**config.mk**
```make
export PLATFORM = sky130hd
export DESIGN_NAME = wake_timer
export DESIGN_NICKNAME = d
export VERILOG_FILES = /design/src/rtl/wake_timer_pkg.sv /design/src/rtl/wt_tick_mux.sv /design/src/rtl/wt_cfg_watch.sv /design/src/rtl/wt_counter.sv /design/src/rtl/wt_flag.sv /design/src/rtl/wake_timer.sv
export SDC_FILE = /design/constraint.sdc
export NUM_CORES = 1
export LEC_CHECK = 0
export BUFFER_PORTS_ARGS = -buffer_cell sky130_fd_sc_hd__buf_4
export CAP_MARGIN = 20
export CORE_AREA = 3 3 65 67
export DETAILED_ROUTE_END_ITERATION = 8
export DIE_AREA = 0 0 68 70
export PLACE_DENSITY = 0.76
export REMOVE_ABC_BUFFERS = 1
export SLEW_MARGIN = 20
export SYNTH_ARGS = -nofsm -noshare
export SYNTH_HDL_FRONTEND = slang
export SYNTH_HIERARCHICAL = 1
export SYNTH_SLANG_ARGS = --single-unit
export TNS_END_PERCENT = 100
```
**constraint.sdc**
```tcl
create_clock -name clk -period 4.9 [get_ports clk]
set_input_delay 0.98 -clock clk [delete_from_list [all_inputs] [get_ports clk]]
set_output_delay 0.98 -clock clk [all_outputs]
set_load 0.02 [all_outputs]
```
**src/rtl/wake_timer_pkg.sv**
```systemverilog
package wake_timer_pkg;

    localparam int CNT_W          = 15;
    localparam int CODE_W         = 3;
    localparam int INT_BASE_SHIFT = 3;
    localparam int EXT_BASE_SHIFT = 8;

    typedef enum logic {
        SRC_INT = 1'b0,
        SRC_EXT = 1'b1
    } tick_src_e;

    typedef struct packed {
        tick_src_e          src;
        logic [CODE_W-1:0]  code;
    } wake_cfg_t;

    // Period code 1 is the base shift; code k >= 2 gives base + k.
    function automatic logic [CNT_W-1:0] last_count(wake_cfg_t c);
        int base;
        int sh;
        int tc;
        base = (c.src == SRC_EXT) ? EXT_BASE_SHIFT : INT_BASE_SHIFT;
        if (c.code == '0) begin
            return '0;
        end
        sh = (c.code == CODE_W'(1)) ? base : base + int'(c.code);
        tc = 1 << sh;
        return CNT_W'(tc - 1);
    endfunction

endpackage

```
**src/rtl/wt_tick_mux.sv**
```systemverilog
module wt_tick_mux
    import wake_timer_pkg::*;
(
    input  logic      int_tick,
    input  logic      ext_tick,
    input  tick_src_e src,
    output logic      tick
);
    always_comb begin
        unique case (src)
            SRC_EXT: tick = ext_tick;
            default: tick = int_tick;
        endcase
    end
endmodule

```
**src/rtl/wt_cfg_watch.sv**
```systemverilog
module wt_cfg_watch
    import wake_timer_pkg::*;
(
    input  logic             clk,
    input  wake_cfg_t        cfg,
    output logic             restart,
    output logic             enable,
    output logic [CNT_W-1:0] last
);
    wake_cfg_t cfg_q;

    // Tracks the input every cycle, reset included, so the first
    // cycle after reset compares against the value held in reset.
    always_ff @(posedge clk) begin
        cfg_q <= cfg;
    end

    always_comb begin
        restart = (cfg != cfg_q);
        enable  = (cfg.code != '0);
        last    = last_count(cfg);
    end
endmodule

```
**src/rtl/wt_counter.sv**
```systemverilog
module wt_counter
    import wake_timer_pkg::*;
(
    input  logic             clk,
    input  logic             rst,
    input  logic             tick,
    input  logic             restart,
    input  logic             enable,
    input  logic [CNT_W-1:0] last,
    output logic [CNT_W-1:0] count,
    output logic             expire
);
    always_comb begin
        expire = enable && !restart && tick && (count == last);
    end

    always_ff @(posedge clk) begin
        if (rst || !enable || restart) begin
            count <= '0;
        end else if (tick) begin
            count <= expire ? '0 : count + CNT_W'(1);
        end
    end
endmodule

```
**src/rtl/wt_flag.sv**
```systemverilog
module wt_flag (
    input  logic clk,
    input  logic rst,
    input  logic set,
    input  logic clr,
    output logic flag
);
    always_ff @(posedge clk) begin
        if (rst) begin
            flag <= 1'b0;
        end else if (set) begin
            flag <= 1'b1;
        end else if (clr) begin
            flag <= 1'b0;
        end
    end
endmodule

```
**src/rtl/wake_timer.sv**
```systemverilog
module wake_timer
    import wake_timer_pkg::*;
(
    input  logic                clk,
    input  logic                rst,
    input  logic                int_tick,
    input  logic                ext_tick,
    input  logic                src_ext,
    input  logic [CODE_W-1:0]   period_code,
    input  logic                irq_ack,
    output logic                irq_flag
);
    wake_cfg_t        cfg;
    logic             tick_sel;
    logic             restart;
    logic             enable;
    logic [CNT_W-1:0] last;
    logic [CNT_W-1:0] count_q;
    logic             expire;

    always_comb begin
        cfg.src  = tick_src_e'(src_ext);
        cfg.code = period_code;
    end

    wt_tick_mux u_mux (
        .int_tick (int_tick),
        .ext_tick (ext_tick),
        .src      (cfg.src),
        .tick     (tick_sel)
    );

    wt_cfg_watch u_cfg (
        .clk     (clk),
        .cfg     (cfg),
        .restart (restart),
        .enable  (enable),
        .last    (last)
    );

    wt_counter u_cnt (
        .clk     (clk),
        .rst     (rst),
        .tick    (tick_sel),
        .restart (restart),
        .enable  (enable),
        .last    (last),
        .count   (count_q),
        .expire  (expire)
    );

    wt_flag u_flag (
        .clk  (clk),
        .rst  (rst),
        .set  (expire),
        .clr  (irq_ack),
        .flag (irq_flag)
    );
endmodule

```
==> out/qor.txt <==
Outcome - finished clean
CP max FO - 13
Max-cap violation count - 0
Peak supply drop - 0.0002213 V
Worst setup SP type - primary input
Commonest non-fill, non-tap cell in the layout - xnor2_1
Most frequent cells in the layout - 28 x xnor2_1, 23 x nand2_1, 20 x dfxtp_1
Crit path DAT - 4.64 ns
Synth warnings - 6
Largest net degree at the start of global routing - 18
Setup WS pre-CTS - 0.2506 ns
Die area - 4760 sq um
Buffers on Ports - 9
CTS resizes - 0
Final setup vio count - 0
TritonCTS buffer count - 3
Die span in y - 70 microns
WL met2 - 1765 microns
Max-slew violation count - 0
Placed Instances - 266
Final hold viol count - 0
IO Count - 10
Post-synthesis instance total - 215
Critical Path RT - 5.10 ns
Initial DRC Count - 86
Final TNS setup - 0 ns
Area leader, netlist - dfxtp_1
CTS root buffer - clkbuf_8
Fin crit share - 90.59%
Hold Path Class - reg2reg
Dpl cell area - 1904 sq um
DRT Pass-1 Iters - 4
DR vias/cell - 5.818
Routed wl met3 - 127 microns
Mean routed wirelength per cell - 14.00 microns
Post-synth cell types - 60
Routed Antenna Nets - 0
Post-layout minimum cycle time - 4.439 ns
Post-synth top area share - 22.22%
Final worst slack - 0.4613 ns
Final non-filler cell total - 269
Avg Inst Size Synth - 8.380 sq um
CTS Sinks - 20
Total GRT Usage - 17.07%
Area delta synth->final - 7.986%
Ys flop type - dfxtp_1
Finished Cell Area - 1946 sq um
Ranking of synthesized cells by area - dfxtp_1 22%, xnor2_1 14%, nor3_1 5.0%, nand2_1 4.8%, nand4_1 3.1%
Async SR Flop Fraction - 0%
First-pass GRT wire length - 6568 microns
Peak Freq - 225.3 MHz
# nets final - 237
Vias in the first global route - 1479
Core area - 3689 sq um
Worst-Margin Slew - 0.4788 ns
Share of layout cells above drive strength 1 - 18.10%
Post-synthesis cell area - 1802 sq um
Longest Clk Path Bufs - 2
Drt drc - 0
Crit. End Element - register
Seq/Total Area, Yosys - 22.22%
Placer congestion estimate - 0.8759
Top Metal Used - met4
Kind of critical path - in2reg
Chip width - 68 microns
H-Tree Depth - 1
Hold_buf cts - 0
CTS tree - done
Max-Slew Margin vs Limit - 68.08%
Initial antenna violation count - 0
Post-CTS setup buffers - 0
Placed wire-length estimate - 2892 microns
# diodes - 0
RSZ-0062 raised after global routing - no
Gr ovfl total - 0
Post-Route WL - 3766 microns
Rows - 22
M1 WL - 1808 microns
Leakage - 0.6832 nW
R2r setup slk - 3.15 ns
Worst Skew - 0.006792 ns
Power density over the cells - 220.8 nW/um^2
Worst hold slack - 0.4892 ns
Yosys reg bits - 20
Via count - 1565
Clock Latency Late Sink - 0.25 ns
Register clock-pin slew on the reported worst setup and hold paths - 0.07 ns
Starting Density - 48.85%
Post-synth EDFFs - 0
[kinds of logic (layout without fill, tap and decap cells)]
logic type,count (synthesis),after routing,synth area share [%]
AOI/OAI and AO/OA,41,41,20.63
xor gates and xnor gates,34,34,16.53
adders and majority gates,5,5,3.889
buffers and inverters,19,25,5.347
DFF,20,20,22.22
muxes,5,5,3.125
and+or+nand+nor,91,91,28.27
[per-layer routing]
metal  vias to the layer above  track usage, %
met5                         -               0
met4                         0           6.181
met3                         7           2.090
met2                        29           26.34
met1                       737           23.87
li1                        792               -
[registers in the layout, indices dropped and copies added (netlist names)]
signal,cells
u_cnt/count,15
u_flag/flag,1
u_cfg/cfg_q,4
[worst max-delay path, cell delays in order]
cell and delay (ns):
buf_4 0.17, inv_1 0.16, ha_1 0.20, inv_1 0.06, fa_1 0.50, or2_1 0.28, o21ai_1 0.31, a21oi_4 0.08
nand2_1 0.09, ha_1 0.20, o221ai_4 0.14, nor2_1 0.20, mux2i_1 0.25, xnor2_1 0.15, nand4_1 0.16, nor4_4 0.30
buf_4 0.24, inv_1 0.07, a21oi_2 0.10
[final timing paths]
| check | startpoint | to | depth (start not counted) |
|---|---|---|---|
| setup reg to reg | u_cfg/cfg_q[3] | u_flag/flag | 8 |
| hold reg to reg | u_flag/flag | u_flag/flag | 2 |
| hold / removal | u_flag/flag | u_flag/flag | 2 |
| setup / recovery | src_ext | u_flag/flag | 19 |
[cells in the mapped netlist (4+ instances only)]
cell type / count
a21oi_1: 9
buf_2: 5
clkbuf_1: 4
dfxtp_1: 20
ha_1: 4
inv_1: 7
nand2_1: 23
nand2b_1: 4
nand3_1: 5
nand4_1: 9
nor2_1: 10
nor3_1: 18
xnor2_1: 28
xor2_1: 6
[area by class of cell]
| type | count | area (sq um) |
|---|---|---|
| repair buffers | 15 | 112.6 |
| flip-flops and latches | 20 | 400.4 |
| well taps | 48 | 60.06 |
| multi-input cells | 176 | 1305 |
| fillers | 344 | 1743 |
| inverters | 7 | 26.28 |
| clock buffers | 3 | 41.29 |
[report_power, final]
part / internal (W) / switching, W / total [W]
logic: 0.0000735 / 0.0000884 / 0.000162
clock network: 0.0000546 / 0.0000477 / 0.000102
registers: 0.000164 / 0.000000975 / 0.000165
[stage by stage]
step / util (%) / total power, W
6_report: 52.75 / 0.0004297
5_1_grt: 52.75 / 0.0004565
2_1_floorplan: - / 0.0002928
3_5_place_dp: 51.63 / 0.0003291
4_1_cts: 52.75 / 0.0004317
3_3_place_gp: 51.63 / 0.0003278
(Power assumes the default switching activity.)
